**src/rtl/memadapt_pkg.sv**
```systemverilog
package memadapt_pkg;

    typedef enum logic [1:0] {
        SZ_BYTE = 2'b00,
        SZ_HALF = 2'b01,
        SZ_FULL = 2'b10,
        SZ_RSVD = 2'b11
    } acc_size_e;

    typedef enum logic [3:0] {
        ST_IDLE,
        ST_FAULT,
        ST_RD_FIRST,
        ST_RD_SECOND,
        ST_RD_LAST,
        ST_RESP,
        ST_WR_FIRST,
        ST_WR_SECOND,
        ST_RMW_READ,
        ST_RMW_WRITE,
        ST_DONE
    } adapt_state_e;

endpackage

```
**src/rtl/memadapt_align.sv**
```systemverilog
module memadapt_align
    import memadapt_pkg::*;
(
    input  logic [1:0] size,
    input  logic [1:0] addr_lo,
    output logic       misaligned
);

    always_comb begin
        unique case (acc_size_e'(size))
            SZ_BYTE: misaligned = 1'b0;
            SZ_HALF: misaligned = addr_lo[0];
            SZ_FULL: misaligned = |addr_lo;
            default: misaligned = 1'b1;
        endcase
    end

endmodule

```
**src/rtl/memadapt_lane.sv**
```systemverilog
module memadapt_lane #(
    parameter int HW_W = 16
) (
    input  logic [HW_W-1:0]                                hw_in,
    input  logic [((HW_W/8) > 1 ? $clog2(HW_W/8) : 1)-1:0] lane_sel,
    input  logic [7:0]                                     new_byte,
    output logic [7:0]                                     byte_out,
    output logic [HW_W-1:0]                                merged
);

    localparam int LANES = HW_W / 8;
    localparam int SEL_W = (LANES > 1) ? $clog2(LANES) : 1;

    logic [7:0] lane_bytes [LANES];

    for (genvar g = 0; g < LANES; g++) begin : g_lane
        assign lane_bytes[g] = hw_in[g*8 +: 8];
        assign merged[g*8 +: 8] = (lane_sel == SEL_W'(g)) ? new_byte : hw_in[g*8 +: 8];
    end

    always_comb begin
        byte_out = 8'h00;
        for (int i = 0; i < LANES; i++) begin
            if (lane_sel == SEL_W'(i)) begin
                byte_out = lane_bytes[i];
            end
        end
    end

endmodule

```
**src/rtl/memadapt_ctrl.sv**
```systemverilog
module memadapt_ctrl
    import memadapt_pkg::*;
#(
    parameter int ADDR_W = 16,
    parameter int HW_W   = 16
) (
    input  logic                 clk,
    input  logic                 rst_n,
    input  logic                 req_valid,
    input  logic                 req_write,
    input  logic [1:0]           req_size,
    input  logic [ADDR_W-1:0]    req_addr,
    input  logic [2*HW_W-1:0]    req_wdata,
    input  logic                 misaligned,
    input  logic [7:0]           byte_rd,
    input  logic [HW_W-1:0]      merged_hw,
    input  logic [HW_W-1:0]      mem_rdata,
    output logic                 lane_sel,
    output logic [7:0]           new_byte,
    output logic                 req_ready,
    output logic                 rsp_valid,
    output logic [2*HW_W-1:0]    rsp_data,
    output logic                 align_fault,
    output logic                 mem_en,
    output logic                 mem_we,
    output logic [ADDR_W-2:0]    mem_addr,
    output logic [HW_W-1:0]      mem_wdata
);

    localparam int DATA_W = 2 * HW_W;
    localparam int MEM_AW = ADDR_W - 1;

    adapt_state_e          state, state_n;
    logic [ADDR_W-1:0]     addr_q;
    acc_size_e             size_q;
    logic [DATA_W-1:0]     wdata_q;
    logic [DATA_W-1:0]     data_q;
    logic [MEM_AW-1:0]     base_idx;
    logic                  second_half;

    assign base_idx = addr_q[ADDR_W-1:1];
    assign lane_sel = addr_q[0];
    assign new_byte = wdata_q[7:0];

    // next-state logic
    always_comb begin
        state_n = state;
        unique case (state)
            ST_IDLE: begin
                if (req_valid) begin
                    if (misaligned)                               state_n = ST_FAULT;
                    else if (!req_write)                          state_n = ST_RD_FIRST;
                    else if (acc_size_e'(req_size) == SZ_BYTE)    state_n = ST_RMW_READ;
                    else                                          state_n = ST_WR_FIRST;
                end
            end
            ST_FAULT:     state_n = ST_IDLE;
            ST_RD_FIRST:  state_n = (size_q == SZ_FULL) ? ST_RD_SECOND : ST_RD_LAST;
            ST_RD_SECOND: state_n = ST_RD_LAST;
            ST_RD_LAST:   state_n = ST_RESP;
            ST_RESP:      state_n = ST_IDLE;
            ST_WR_FIRST:  state_n = (size_q == SZ_FULL) ? ST_WR_SECOND : ST_DONE;
            ST_WR_SECOND: state_n = ST_DONE;
            ST_RMW_READ:  state_n = ST_RMW_WRITE;
            ST_RMW_WRITE: state_n = ST_DONE;
            ST_DONE:      state_n = ST_IDLE;
            default:      state_n = ST_IDLE;
        endcase
    end

    // state register
    always_ff @(posedge clk) begin
        if (!rst_n) begin
            state <= ST_IDLE;
        end else begin
            state <= state_n;
        end
    end

    // request capture and read data assembly
    always_ff @(posedge clk) begin
        if (!rst_n) begin
            addr_q  <= '0;
            size_q  <= SZ_BYTE;
            wdata_q <= '0;
            data_q  <= '0;
        end else begin
            if (state == ST_IDLE && req_valid) begin
                addr_q  <= req_addr;
                size_q  <= acc_size_e'(req_size);
                wdata_q <= req_wdata;
            end
            if (state == ST_RD_SECOND) begin
                data_q[HW_W-1:0] <= mem_rdata;
            end
            if (state == ST_RD_LAST) begin
                if (size_q == SZ_FULL) begin
                    data_q[DATA_W-1:HW_W] <= mem_rdata;
                end else if (size_q == SZ_HALF) begin
                    data_q <= DATA_W'(mem_rdata);
                end else begin
                    data_q <= DATA_W'(byte_rd);
                end
            end
        end
    end

    // outputs
    always_comb begin
        req_ready   = 1'b0;
        rsp_valid   = 1'b0;
        align_fault = 1'b0;
        mem_en      = 1'b0;
        mem_we      = 1'b0;
        second_half = 1'b0;
        mem_wdata   = '0;
        unique case (state)
            ST_FAULT: begin
                align_fault = 1'b1;
                req_ready   = 1'b1;
            end
            ST_RD_FIRST: begin
                mem_en = 1'b1;
            end
            ST_RD_SECOND: begin
                mem_en      = 1'b1;
                second_half = 1'b1;
            end
            ST_RESP: begin
                rsp_valid = 1'b1;
                req_ready = 1'b1;
            end
            ST_WR_FIRST: begin
                mem_en    = 1'b1;
                mem_we    = 1'b1;
                mem_wdata = wdata_q[HW_W-1:0];
            end
            ST_WR_SECOND: begin
                mem_en      = 1'b1;
                mem_we      = 1'b1;
                second_half = 1'b1;
                mem_wdata   = wdata_q[DATA_W-1:HW_W];
            end
            ST_RMW_READ: begin
                mem_en = 1'b1;
            end
            ST_RMW_WRITE: begin
                mem_en    = 1'b1;
                mem_we    = 1'b1;
                mem_wdata = merged_hw;
            end
            ST_DONE: begin
                req_ready = 1'b1;
            end
            default: begin
                req_ready = 1'b0;
            end
        endcase
    end

    assign mem_addr = base_idx + MEM_AW'(second_half);
    assign rsp_data = data_q;


    rmw_same_word_chk: assert property (@(posedge clk) disable iff (!rst_n)
        (mem_en && mem_we && state == ST_RMW_WRITE) |->
            ($past(mem_en) && !$past(mem_we) && mem_addr == $past(mem_addr)));


    full_second_addr_chk: assert property (@(posedge clk) disable iff (!rst_n)
        (state == ST_RD_SECOND || state == ST_WR_SECOND) |->
            ($past(mem_en) && mem_addr == $past(mem_addr) + MEM_AW'(1)));


    byte_zext_chk: assert property (@(posedge clk) disable iff (!rst_n)
        (rsp_valid && size_q == SZ_BYTE) |-> (rsp_data[DATA_W-1:8] == '0));


    half_zext_chk: assert property (@(posedge clk) disable iff (!rst_n)
        (rsp_valid && size_q == SZ_HALF) |-> (rsp_data[DATA_W-1:HW_W] == '0));

endmodule

```
**src/rtl/memadapt_top.sv**
```systemverilog
module memadapt_top
    import memadapt_pkg::*;
#(
    parameter int ADDR_W = 16,
    parameter int HW_W   = 16
) (
    input  logic                 clk,
    input  logic                 rst_n,
    input  logic                 req_valid,
    input  logic                 req_write,
    input  logic [1:0]           req_size,
    input  logic [ADDR_W-1:0]    req_addr,
    input  logic [2*HW_W-1:0]    req_wdata,
    output logic                 req_ready,
    output logic                 rsp_valid,
    output logic [2*HW_W-1:0]    rsp_data,
    output logic                 align_fault,
    output logic                 mem_en,
    output logic                 mem_we,
    output logic [ADDR_W-2:0]    mem_addr,
    output logic [HW_W-1:0]      mem_wdata,
    input  logic [HW_W-1:0]      mem_rdata
);

    logic       misaligned;
    logic       lane_sel;
    logic [7:0] new_byte;
    logic [7:0] byte_rd;
    logic [HW_W-1:0] merged_hw;

    memadapt_align u_align (
        .size       (req_size),
        .addr_lo    (req_addr[1:0]),
        .misaligned (misaligned)
    );

    memadapt_lane #(.HW_W(HW_W)) u_lane (
        .hw_in    (mem_rdata),
        .lane_sel (lane_sel),
        .new_byte (new_byte),
        .byte_out (byte_rd),
        .merged   (merged_hw)
    );

    memadapt_ctrl #(.ADDR_W(ADDR_W), .HW_W(HW_W)) u_ctrl (
        .clk         (clk),
        .rst_n       (rst_n),
        .req_valid   (req_valid),
        .req_write   (req_write),
        .req_size    (req_size),
        .req_addr    (req_addr),
        .req_wdata   (req_wdata),
        .misaligned  (misaligned),
        .byte_rd     (byte_rd),
        .merged_hw   (merged_hw),
        .mem_rdata   (mem_rdata),
        .lane_sel    (lane_sel),
        .new_byte    (new_byte),
        .req_ready   (req_ready),
        .rsp_valid   (rsp_valid),
        .rsp_data    (rsp_data),
        .align_fault (align_fault),
        .mem_en      (mem_en),
        .mem_we      (mem_we),
        .mem_addr    (mem_addr),
        .mem_wdata   (mem_wdata)
    );


    fault_quiet_chk: assert property (@(posedge clk) disable iff (!rst_n)
        align_fault |-> (req_ready && !mem_en && !rsp_valid));


    fault_pulse_chk: assert property (@(posedge clk) disable iff (!rst_n)
        align_fault |=> !align_fault);


    rsp_with_ready_chk: assert property (@(posedge clk) disable iff (!rst_n)
        rsp_valid |-> req_ready);


    ready_pulse_chk: assert property (@(posedge clk) disable iff (!rst_n)
        req_ready |=> !req_ready);


    we_needs_en_chk: assert property (@(posedge clk) disable iff (!rst_n)
        mem_we |-> mem_en);

endmodule

```
**config.mk**
```make
export PLATFORM = sky130hd
export DESIGN_NAME = memadapt_top
export DESIGN_NICKNAME = d
export VERILOG_FILES = /design/src/rtl/memadapt_pkg.sv /design/src/rtl/memadapt_align.sv /design/src/rtl/memadapt_lane.sv /design/src/rtl/memadapt_ctrl.sv /design/src/rtl/memadapt_top.sv
export SDC_FILE = /design/constraint.sdc
export NUM_CORES = 1
export LEC_CHECK = 0
export BUFFER_PORTS_ARGS = -buffer_cell sky130_fd_sc_hd__clkbuf_2
export CORE_MARGIN = 3
export CORE_UTILIZATION = 50
export CTS_CLUSTER_DIAMETER = 60
export DETAILED_ROUTE_END_ITERATION = 8
export PLACE_DENSITY = 0.91
export SETUP_SLACK_MARGIN = 0.5
export SLEW_MARGIN = 20
export SYNTH_ARGS = -nofsm -noshare
export SYNTH_HDL_FRONTEND = slang
export SYNTH_SLANG_ARGS = --single-unit
```
**constraint.sdc**
```tcl
create_clock -name clk -period 2.3 [get_ports clk]
set_input_delay 0.345 -clock clk [delete_from_list [all_inputs] [get_ports clk]]
set_output_delay 0.345 -clock clk [all_outputs]
set_load 0.02 [all_outputs]
```
==> Word level (Yosys, flattened, before mapping) <==
Cells that the tools add are included.
{ "classes": {"mux": 23, "eq_ne": 15, "add_sub_neg": 1, "n_reduce_logical": 9} }
{ "ops": {"columns": ["cell", "count"], "rows": [
  ["two-way mux 16 bit", 5],
  ["case mux 16 bit (3 select lines)", 1],
  ["case mux 4 bit (7 select lines)", 1],
  ["two-way mux 8 bit", 3],
  ["two-way mux 4 bit", 5],
  ["equality test 4 x 3 -> 1 bit (second input constant)", 4],
  ["adder 15 x 1 -> 15 bit", 1],
  ["equality test 4 bit (second input constant)", 3],
  ["equality test 4 x 2 -> 1 bit (second input constant)", 2],
  ["two-way mux 1 bit", 6],
  ["OR reduction 2 bit", 3],
  ["OR reduction 3 bit", 2],
  ["OR reduction 6 bit", 1],
  ["equality test 2 x 1 -> 1 bit (second input constant)", 2],
  ["equality test 2 bit (second input constant)", 2],
  ["equality test 4 x 1 -> 1 bit (second input constant)", 1],
  ["logical NOT 4 bit", 1],
  ["two-way mux 3 bit", 1],
  ["case mux 1 bit (3 select lines)", 1],
  ["logical NOT 2 bit", 1],
  ["inequality test 2 bit (second input constant)", 1],
  ["logical AND 1 bit", 1]
]} }
{ "totals": {"output_inout_bits": 68, "elab_cells": 54, "reg_bits": 86, "input_bits": 70} }

==> Longest topological paths before layout <==
Gate-level depths: netlist (run 1).
{ "logic_depth": {"ltp_word": 6, "depth_mapped": 8, "ltp_nobuf": 7} }

==> Hierarchy <==
Synthesis (run 1) repeated with hierarchy kept, for this count alone.
{ "hier_totals": {"cells_unflattened": 565, "hier_area_um2": 4760.8} }
{ "by_module_without_submodules": {"columns": ["module", "seq_area_each_um2", "area_per_inst_um2", "instances", "cells_each"], "rows": [
  ["memadapt_ctrl", 1721.7, 4350.4, 1, 535],
  ["memadapt_lane", 0.0, 396.6, 1, 27],
  ["memadapt_align", 0.0, 13.8, 1, 3]
]} }

==> Least setup slack after synthesis (run 1) <==
OpenSTA, ideal clock, no wires.
{ "synth_path": {"path_kind": "register to output", "from": "register u_ctrl.state[0]", "to": "output port mem_addr[14]", "arrival_ns": 1.949, "slack_ns": 0.006, "path_stages_with_launch": 9, "path_buffers": 1, "path_cell_list": "dfxtp_1 > buf_6 > nand2b_4 > nor2_1 > ha_1 > ha_1 > nand3_1 > nor4_1 > xor2_1"} }
{ "synth_between": {"elab_chain_cells": 4, "elab_cells_between_ends": 5} }
{ "synth_rtl": {"columns": ["element", "line_no", "text"], "rows": [
  ["start, declared", "memadapt_ctrl.sv:33", "adapt_state_e state, state_n;"],
  ["start signal, assigned", "memadapt_ctrl.sv:76", "state <= state_n;"],
  ["equality test 4 x 3 -> 1 bit or equality test 4 x 2 -> 1 bit (tied branches)", "memadapt_ctrl.sv:117", "unique case (state)"],
  ["OR reduction 2 bit (no line) *", null, null],
  ["two-way mux 1 bit *", "memadapt_ctrl.sv:117", null],
  ["adder 15 x 1 -> 15 bit *", "memadapt_ctrl.sv:161", "assign mem_addr = base_idx + MEM_AW'(second_half);"],
  ["end, declared", "memadapt_top.sv:20", "output logic [ADDR_W-2:0] mem_addr,"]
]} }
Every way passes the cells marked *; elsewhere a longest branch is shown, timed or not.

==> Worst setup path in the final report (run 1) <==
{ "layout_path": {"from": "register u_ctrl.state[3]", "to": "output port mem_wdata[1]"} }
{ "layout_between": {"elab_chain_cells": 2, "elab_cells_between_ends": 4} }
{ "layout_rtl": {"columns": ["element", "line_no", "text"], "rows": [
  ["equality test 4 bit or equality test 4 x 3 -> 1 bit (tied branches)", "memadapt_ctrl.sv:117", null],
  ["case mux 16 bit (3 select lines) *", "memadapt_ctrl.sv:117", null],
  ["end, declared", "memadapt_top.sv:21", "output logic [HW_W-1:0] mem_wdata,"]
]} }
Marks and branches as above.

==> metrics, run 1 <==
Reg2Reg Depth=10; Final setup viols=6; Post-DRT Antenna Nets=0; Critical Path RT=~2000 ps; initial antenna violation count=0; worst r2r src=u_ctrl.state[3]; power density of the placed cells=~570 mW/mm²; LEAKAGE=2.64 nW; CTS buffer count=9; Routed WL=about 18000 µm; Post-Syn Area per Cell=~8 µm²; Critical Path Max Stage Delay=between 400 and 500 ps; slowest CP cell=a222oi_1; largest family of logic cells by synthesized area=simple AND/OR/NAND/NOR gates; RSZ-0062 raised after global routing=true; Period Utilization, post-route=108%; Inst Count DP=727; Mapped Nets=577; Critical Path Most Common Cell=buf_6; Setup crit start kind=flip-flop; adder-cell share of the synthesized area=0.617%; Crit. End Element=output port; area leader, netlist=dfxtp_1; vias=~5000; Syn. warnings=0; DRT Pass-1 Iters=8; fin nets=746; detail-routed via count per cell=6.43; complex-gate fraction of the synthesized area=roughly a fifth; non-filler cells, final=approximately 780; Post-Syn Instances=just over 500; hold depth=3; maximum fanout along the worst path=8; cell row count=32; clock tree sinks=86; fmax=between 400 and 500 MHz; DR DRC count=0; Final Worst Setup Slack=-191 ps; CTS tree=yes; Worst-path clk slew=~110 ps; reg-to-reg slack, setup=220 ps; min-delay src=req_wdata[21]; outcome=complete, but fails checks; post-DP HPWL=roughly 9000 µm; Synth Register Bits=between 80 and 90; Top FF cell, synth=dfxtp_1; worst reg2reg path endpoint=u_ctrl.rsp_data[8]; total I/O pin count=138; first-pass GRT wire length=21300 µm; maximum root-to-sink buffer count=2; Slew @ Worst Pin=666 ps; WHS Endpoint=u_ctrl.wdata_q[21]; Arr. time, crit path=approximately 2200 ps; GRT overflow=0; area fraction of the dominant cell type after synthesis=42.5%; Worst Clk Skew=20.0 ps; port bufs=137; fin. max-slew vios=0; Layout area overhead=59.7%; WS Path Type=reg -> out; routed length per placed instance=22.7 µm; Hold WS=roughly 190 ps; peak supply drop=339 µV; CTS Hold Bufs=0; vias in the first global route=4323; final core utilization=83.0%; Initial DRC Count=664; die height=96.1 µm; layout cells sized above 1=48.5%; Async S/R FF share, synth=0%; Die Wd=96.1 µm; CTS root buffer=clkbuf_8; Post-synth top cells=127 x nand2_1, 86 x dfxtp_1, 68 x a21oi_1; Setup Slack @ Placement=about 180 ps; GPL Wtd Cong=0.918; min-delay worst type=in -> reg; post-synthesis mux area share=5.92%; Post-synth EDFFs=0; H-Tree Depth=3; critical path's top delay family=compound AO/OA/AOI/OAI gates; Fin. Hold Viols=0; post-synthesis sequential area ratio=42.5%; Post-Synth XOR/XNOR Area=2.81%; DIE AREA=slightly above 0.009 mm²; Slew HR=55.6%; Area contributors post-synth=dfxtp_1 42%, nand2_1 12%, a21oi_1 8.4%, mux2i_1 5.9%, a22oi_1 4.4%; number of diodes=0; Critical path buffers and inverters=4; Cell Area, Synth=0.00406 mm²; failing checks=setup timing; largest net degree at the start of global routing=43; Simple-Gate Fraction of Synth Area=22.2%; post-layout min period=2490 ps; Total GRT Usage=30.1%; Core Region=between 0.007 and 0.008 mm²; Skew-Pair Late Insertion Delay=380 ps; synth unique cells=44; CP Cell Sequence=buf_6 -> buf_6 -> and4bb_4 -> o21bai_4 -> a222oi_1 -> inv_1 -> clkbuf_8; most used standard cell by instance count after synthesis=nand2_1; initial core utilization=51.9%; max_cap viols=0
-- worst reg2reg max path: stages (launching register included) --
cell and delay, ps:
dfxtp_4 370, buf_6 120, buf_6 120, buf_4 130
buf_6 120, buf_8 120, nor4b_4 330, nor4b_4 280
buf_6 210, a22oi_2 90, o21ai_1 150
-- cell usage in the layout (no fill, tap or decap), types with 3 or more instances in the layout --
cell type and n:
buf_8 8, o22ai_2 7, clkbuf_8 20, nand2_1 124, a31oi_1 3, buf_6 26, a22oi_1 8, inv_1 11
xnor2_2 6, a21oi_2 16, nand3_4 14, dfxtp_1 80, nand3_1 3, a22oi_2 16, nand3_2 8, a21oi_1 52
o21ai_4 10, dfxtp_2 4, o21ai_0 3, nor2_1 6, mux2i_1 23, buf_12 4, a222oi_1 8, xor2_1 4
nor2_4 7, nor4_4 3, buf_4 39, clkbuf_2 102, o21ai_1 7
-- cells by family after synthesis --
family          after synthesis
xor+xnor                     13
simple gates                194
fa+ha+maj                     2
flops                        86
compound gates              140
buf+inv                      46
mux                          24
-- registers in the layout, summed over array words and instances (netlist names) --
| register | flops |
|---|---|
| u_ctrl.addr_q | 16 |
| u_ctrl.rsp_data | 32 |
| u_ctrl.size_q | 2 |
| u_ctrl.state | 4 |
| u_ctrl.wdata_q | 32 |
-- power by group --
group	leakage [nW]	total, W	switching (W)	internal, W
logic	1.84	0.000940	0.000570	0.000370
clock network	0.0970	0.00104	0.000605	0.000431
registers	0.704	0.00171	0.000118	0.00159
-- worst max path at each step --
stage                          from  slack, ps            to  cells past startpoint
global route        u_ctrl.state[2]       -330  mem_wdata[1]                      7
CTS                 u_ctrl.state[3]        -40  mem_addr[14]                      8
detailed placement  u_ctrl.state[3]        180  mem_addr[14]                      8
global placement    u_ctrl.state[3]        260   mem_addr[9]                      8
floorplan           u_ctrl.state[0]        300  mem_addr[11]                      7
finish              u_ctrl.state[3]       -190  mem_wdata[1]                      7
-- repair_timing --
action | CTS | global route
endpoints found under the setup margin | 34 | 97
gates cloned | 1 | 1
setup buffers | 16 | 20
pin swaps | 27 | 56
resized for setup | 93 | 156
hold endpoints to repair | 0 | 0
-- layer usage --
| metal | vias up | global-route usage [%] | share of wire, % |
|---|---|---|---|
| met5 | - | 0 | 0 |
| met4 | 0 | 17.2 | 7.3 |
| met3 | 151 | 5.39 | 12 |
| met2 | 453 | 50.2 | 47 |
| met1 | 2308 | 36.1 | 34 |
| li1 | 2112 | - | - |
-- final cells by class --
type                    instances  area (µm²)
inverters                      13        48.8
well taps                     102         128
repair buffers                191        1460
fillers                       383        1330
clock inverters                 6        45.0
clock buffers                  10         138
flip-flops and latches         86        1730
multi-input cells             373        2920
-- through the flow --
stage               TNS [ps]  total power (W)  area [µm²]
floorplan                  0          0.00213        4180
global placement           0          0.00234        4970
detailed placement         0          0.00237        4970
CTS                    -53.3          0.00341        5630
global route           -1210          0.00378        6480
finish                  -506          0.00368        6480
Power figures use the tool's default switching activity.
==> inputs of run 2 (changes only) <==
--- a/config.mk
+++ b/config.mk
@@ -5,9 +5,10 @@
 export SDC_FILE = /design/constraint.sdc
 export NUM_CORES = 1
 export LEC_CHECK = 0
+export ABC_AREA = 1
 export BUFFER_PORTS_ARGS = -buffer_cell sky130_fd_sc_hd__clkbuf_2
 export CORE_MARGIN = 3
-export CORE_UTILIZATION = 50
+export CORE_UTILIZATION = 51
 export CTS_CLUSTER_DIAMETER = 60
 export DETAILED_ROUTE_END_ITERATION = 8
 export PLACE_DENSITY = 0.91
==> run 2 against run 1 <==
Compared with the run above:
- the flow finishes with violations (DRC, setup timing)
- die area increased by 6.0%
- power increased by 39%
- largest power group is now combinational cells
- critical path depth increased by 3
- critical path type unchanged
- core utilization decreased by 2.4 points
- fmax increased by 0.50%
==> metrics, run 2 <==
outcome=complete, but fails checks; failing checks=DRC, setup timing; fmax=just over 400 MHz; Post-DRT Antenna Nets=0; Post-synth EDFFs=0; critical path's top delay family=simple AND/OR/NAND/NOR gates; peak supply drop=495 µV; Layout area overhead=51.9%; die height=98.9 µm; Period Utilization, post-route=108%; post-DP HPWL=9970 µm; Async S/R FF share, synth=0%; Multi-input gate area=0.00296 mm²; reg-to-reg slack, setup=roughly 330 ps; synth unique cells=22; post-layout min period=approximately 2500 ps; power density of the placed cells=764 mW/mm²; Slew HR=about three fifths; WS Path Type=reg -> out; crit path launch=u_ctrl.state[0]; Cell Area, Synth=0.00440 mm²; fin nets=902; area fraction of the dominant cell type after synthesis=between 30 and 40%; Post-Syn Area per Cell=6.53 µm²; DRT Pass-1 Iters=9; vias in the first global route=roughly 5200; Critical Path RT=1960 ps; CTS buffer count=9; Worst-path clk slew=110 ps; Total GRT Usage=32.0%; Area contributors post-synth=dfxtp_1 39%, nand2_1 16%, nand3_1 13%, a21oi_1 9.3%, o21ai_0 4.1%; initial antenna violation count=0; Mapped Nets=between 700 and 800; Top FF cell, synth=dfxtp_1; first-pass GRT wire length=25200 µm; area leader, netlist=dfxtp_1; Syn. warnings=0; Routed WL=21700 µm; Initial DRC Count=about 1100; final setup TNS=-607 ps; Skew-Pair Late Insertion Delay=380 ps; post-synthesis sequential area ratio=between 30% and 40%; vias=6320; layout cells sized above 1=between 30% and 40%; slowest CP cell=dfxtp_4; port bufs=137; Setup Slack @ Placement=248 ps; maximum fanout along the worst path=4; total I/O pin count=138; most used standard cell by instance count after synthesis=nand2_1; Final Worst Setup Slack=-178 ps; Final setup viols=8; max_cap viols=0; fin. max-slew vios=0; detail-routed via count per cell=6.72; final core utilization=80.6%; LEAKAGE=2.92 nW; most frequent cells in the layout=165 x nand2_1, 102 x clkbuf_2, 82 x dfxtp_1, 81 x nand3_1, 79 x a21oi_1; min-delay worst type=in -> reg; Crit. End Element=output port; Setup crit start kind=flip-flop; number of diodes=0; Design Power=0.00511 W; largest net degree at the start of global routing=54; GPL Wtd Cong=0.962; RSZ-0062 raised after global routing=true; Synth Register Bits=between 80 and 90; clock tree sinks=86; number of fill cells=414; Core Region=0.00830 mm²; routed length per placed instance=23.1 µm; CTS root buffer=clkbuf_8; Critical path buffers and inverters=1; CP Cell Sequence=nand2_4 -> nor2_4 -> ha_4 -> ha_4 -> nand3_4 -> nor2_4 -> nand3_1 -> nand2_1 -> nand2_1 -> clkbuf_8; maximum root-to-sink buffer count=2; CTS Hold Bufs=0; DR DRC count=58; Die Wd=98.9 µm; Hold WS=211 ps; Worst Clk Skew=about 13 ps; cell row count=33; worst r2r src=u_ctrl.state[1]; Slew @ Worst Pin=593 ps; register area=0.00174 mm²; CTS tree=yes; initial core utilization=a little over half; H-Tree Depth=3; Post-synth top cells=189 x nand2_1, 112 x nand3_1, 86 x dfxtp_1; commonest non-fill, non-tap cell in the layout=nand2_1; Critical Path Max Stage Delay=380 ps; Fin. Hold Viols=0; GRT overflow=0; DIE AREA=about 0.0098 mm²; Arr. time, crit path=2130 ps; min-delay src=req_addr[4]; Post-Syn Instances=about 670
## run 2: cell types whose count changed after synthesis, moves of 14 or more
| cell | delta |
|---|---|
| inv_1 | +33 |
| o21ai_0 | +24 |
| nor2_1 | +26 |
| mux2i_1 | -24 |
| nand2_1 | +62 |
| nand3_1 | +87 |
| a21oi_1 | +14 |
| a22oi_1 | -24 |
## run 2: worst min-delay path, cell delays in order
cell,delay (ps)
clkbuf_2,80
nand3_1,60
a21oi_1,60
## run 2: worst paths after layout
kind,endpoint,cells after the start
setup / recovery,mem_addr[14],10
hold / removal,u_ctrl.addr_q[4],3
setup reg to reg,u_ctrl.rsp_data[6],10
hold reg to reg,u_ctrl.rsp_data[23],2
## run 2: metal layers
metal  share of wire, %  wire length (µm)  GRT usage (%)  up-vias
met5                  0                 0              0        -
met4                9.1              1960           15.7        0
met3                 14              3050           6.94      228
met2                 45              9650           54.1      711
met1                 32              7010           38.4     2846
li1                   -                 -              -     2535
## run 2: power breakdown
part	leakage [nW]	internal (W)	total [W]	switching, W
logic	2.11	0.000770	0.00205	0.00128
registers	0.704	0.00166	0.00185	0.000186
clock network	0.106	0.000552	0.00121	0.000657
total	2.92	0.00298	0.00511	0.00212
## run 2: area by class of cell
cell class,instances,share of cell area (%)
Tap cell,105,1.97
Inverter,49,3.14
Clock inverter,6,1.12
Timing Repair Buffer,183,21.4
Clock buffer,10,2.06
Sequential cell,86,26.0
Timing Repair inverter,1,0.112
Multi-Input combinational cell,500,44.2
## run 2: logic make-up (layout without fill, tap and decap cells)
| logic type | count (synthesis) | in the layout | share of synthesized area [%] |
|---|---|---|---|
| compound gates | 127 | 127 | 15.0 |
| fa+ha+maj | 2 | 2 | 0.569 |
| buf+inv | 89 | 249 | 8.25 |
| flops | 86 | 86 | 39.1 |
| xor+xnor | 11 | 11 | 2.19 |
| simple gates | 359 | 360 | 34.9 |
## run 2: what timing repair did
action                                  CTS  global route
pin swaps                                21            39
buffers inserted                         13            17
cloned                                    4             3
endpoints found under the setup margin   70           103
resized for setup                        80           160
## run 2: stage by stage
step           instances  area (µm²)
3_5_place_dp         887        5250
3_3_place_gp         887        5250
5_1_grt              940        6690
2_1_floorplan        674        4520
6_report             940        6690
4_1_cts              920        5920
==> inputs of run 3 (changes only) <==
--- a/config.mk
+++ b/config.mk
@@ -11,8 +11,9 @@
 export CORE_UTILIZATION = 51
 export CTS_CLUSTER_DIAMETER = 60
 export DETAILED_ROUTE_END_ITERATION = 8
+export HOLD_SLACK_MARGIN = 0.05
 export PLACE_DENSITY = 0.91
-export SETUP_SLACK_MARGIN = 0.5
+export REMOVE_ABC_BUFFERS = 1
 export SLEW_MARGIN = 20
 export SYNTH_ARGS = -nofsm -noshare
 export SYNTH_HDL_FRONTEND = slang
==> run 3 against run 2 <==
Compared with the run above:
- the flow now finishes without violations
- clock power shrank 19%
- power decreased by 20%
- combinational power down 36%
- largest cell class unchanged
- sequential share of layout area is 5.5 points higher
- setup slack improved by 260 ps
- register-to-register slack is essentially flat
- critical path type unchanged
==> metrics, run 3 (same netlist as run 2, synthesis figures left out) <==
CP Cell Sequence=nand2_4 -> nor2_4 -> ha_4 -> ha_4 -> nand3_4 -> buf_6 -> inv_2 -> nand3_1 -> xor2_1 -> buf_4; Slew HR=58.1%; initial core utilization=between 50% and 60%; critical path's top delay family=flip-flops; outcome=completed; DRT Pass-1 Iters=5; Critical Path Most Common Cell=ha_4; Placement Cell Area=~0.0052 mm²; fin nets=874; maximum root-to-sink buffer count=2; Slew @ Worst Pin=628 ps; LEAKAGE=roughly 2.4 nW; Final setup viols=0; detail-routed via count per cell=5.42; routed length per placed instance=14.3 µm; Period Utilization, post-route=96.3%; Post-DRT Antenna Nets=0; Final Worst Setup Slack=85.4 ps; Skew-Pair Late Insertion Delay=360 ps; Arr. time, crit path=1870 ps; layout cells sized above 1=24.4%; Crit. End Element=output port; Total GRT Usage=26.3%; max_cap viols=0; fin. max-slew vios=0; fmax=452 MHz; CTS tree=yes; CTS buffer count=9; Critical Path RT=1960 ps; Critical Path Max Stage Delay=370 ps; slowest CP cell=dfxtp_4; power density of the placed cells=742 mW/mm²; final instance area=0.00549 mm²; number of diodes=0; Fin. Hold Viols=0; Critical path buffers and inverters=3; Layout area overhead=24.8%; first-pass GRT wire length=roughly 21000 µm; initial antenna violation count=0; most frequent cells in the layout=187 x nand2_1, 135 x clkbuf_2, 111 x nand3_1, 84 x dfxtp_1, 82 x a21oi_1; port bufs=137; GRT overflow=0; total I/O pin count=~140; Core Region=0.00830 mm²; Setup crit start kind=flip-flop; DR DRC count=0; CTS Hold Bufs=0; final core utilization=~66%; Setup Slack @ Placement=between 100 and 150 ps; post-DP HPWL=9060 µm; Initial DRC Count=~370; largest net degree at the start of global routing=slightly above 50; maximum fanout along the worst path=2; min-delay worst type=in -> reg; cell row count=33; H-Tree Depth=3; clock tree sinks=86; peak supply drop=between 400 and 500 µV; RSZ-0062 raised after global routing=true; die height=98.9 µm; commonest non-fill, non-tap cell in the layout=nand2_1; Die Wd=98.9 µm; Worst Clk Skew=12.3 ps; GPL Wtd Cong=0.907; Worst-path clk slew=100 ps; WS Path Type=reg -> out; Routed WL=13000 µm; vias in the first global route=4476; CTS root buffer=clkbuf_8; DIE AREA=0.00978 mm²; vias=4943; post-layout min period=2210 ps
[run 3: stage by stage]
step	total power (W)	hold slack, ps	cells	setup TNS [ps]
4_1_cts	0.00405	219	909	0
2_1_floorplan	0.00258	441	634	-6790
3_5_place_dp	0.00306	453	891	0
6_report	0.00407	226	912	0
3_3_place_gp	0.00303	449	891	0
5_1_grt	0.00432	239	912	-6.60
[run 3: layer usage]
metal  track usage (%)  vias up  part of all wire [%]
li1                  -     2467                     -
met1              35.9     2228                    42
met2              43.0      224                    49
met3              3.04       24                   6.9
met4              9.03        0                   2.0
met5                 0        -                     0
[run 3: power by group]
group | total [W] | leakage (nW) | switching [W] | internal, W
combinational | 0.00131 | 1.65 | 0.000880 | 0.000430
clock | 0.000984 | 0.0902 | 0.000580 | 0.000404
sequential | 0.00178 | 0.703 | 0.000117 | 0.00166
total | 0.00407 | 2.45 | 0.00158 | 0.00249
[run 3: worst paths after layout]
kind	slack (ps)	depth (start not counted)	to	startpoint
worst max-delay path	90	10	mem_addr[12]	u_ctrl.state[0]
worst min-delay path	230	3	u_ctrl.wdata_q[0]	req_wdata[0]
worst max register to register	320	8	u_ctrl.addr_q[2]	u_ctrl.state[0]
worst min register to register	470	2	u_ctrl.wdata_q[26]	u_ctrl.wdata_q[26]
[run 3: what timing repair did]
action,4_1_cts,5_1_grt
gates resized for setup,14,11
hold endpoints to repair,0,0
setup endpoints to repair,11,24
pin swaps,3,4
buffers inserted,2,3
[run 3: worst min-delay path: cells and delay by family]
kind            cells  cell delay [ps]
buf+inv             1               80
compound gates      1               60
simple gates        1               70
[run 3: final cells by class]
class | instances | area, µm²
Fill cell | 783 | 2810
Multi-Input combinational cell | 499 | 2380
Sequential cell | 86 | 1730
Timing Repair Buffer | 157 | 882
Inverter | 49 | 188
Tap cell | 105 | 131
Clock buffer | 9 | 124
Clock inverter | 7 | 56.3
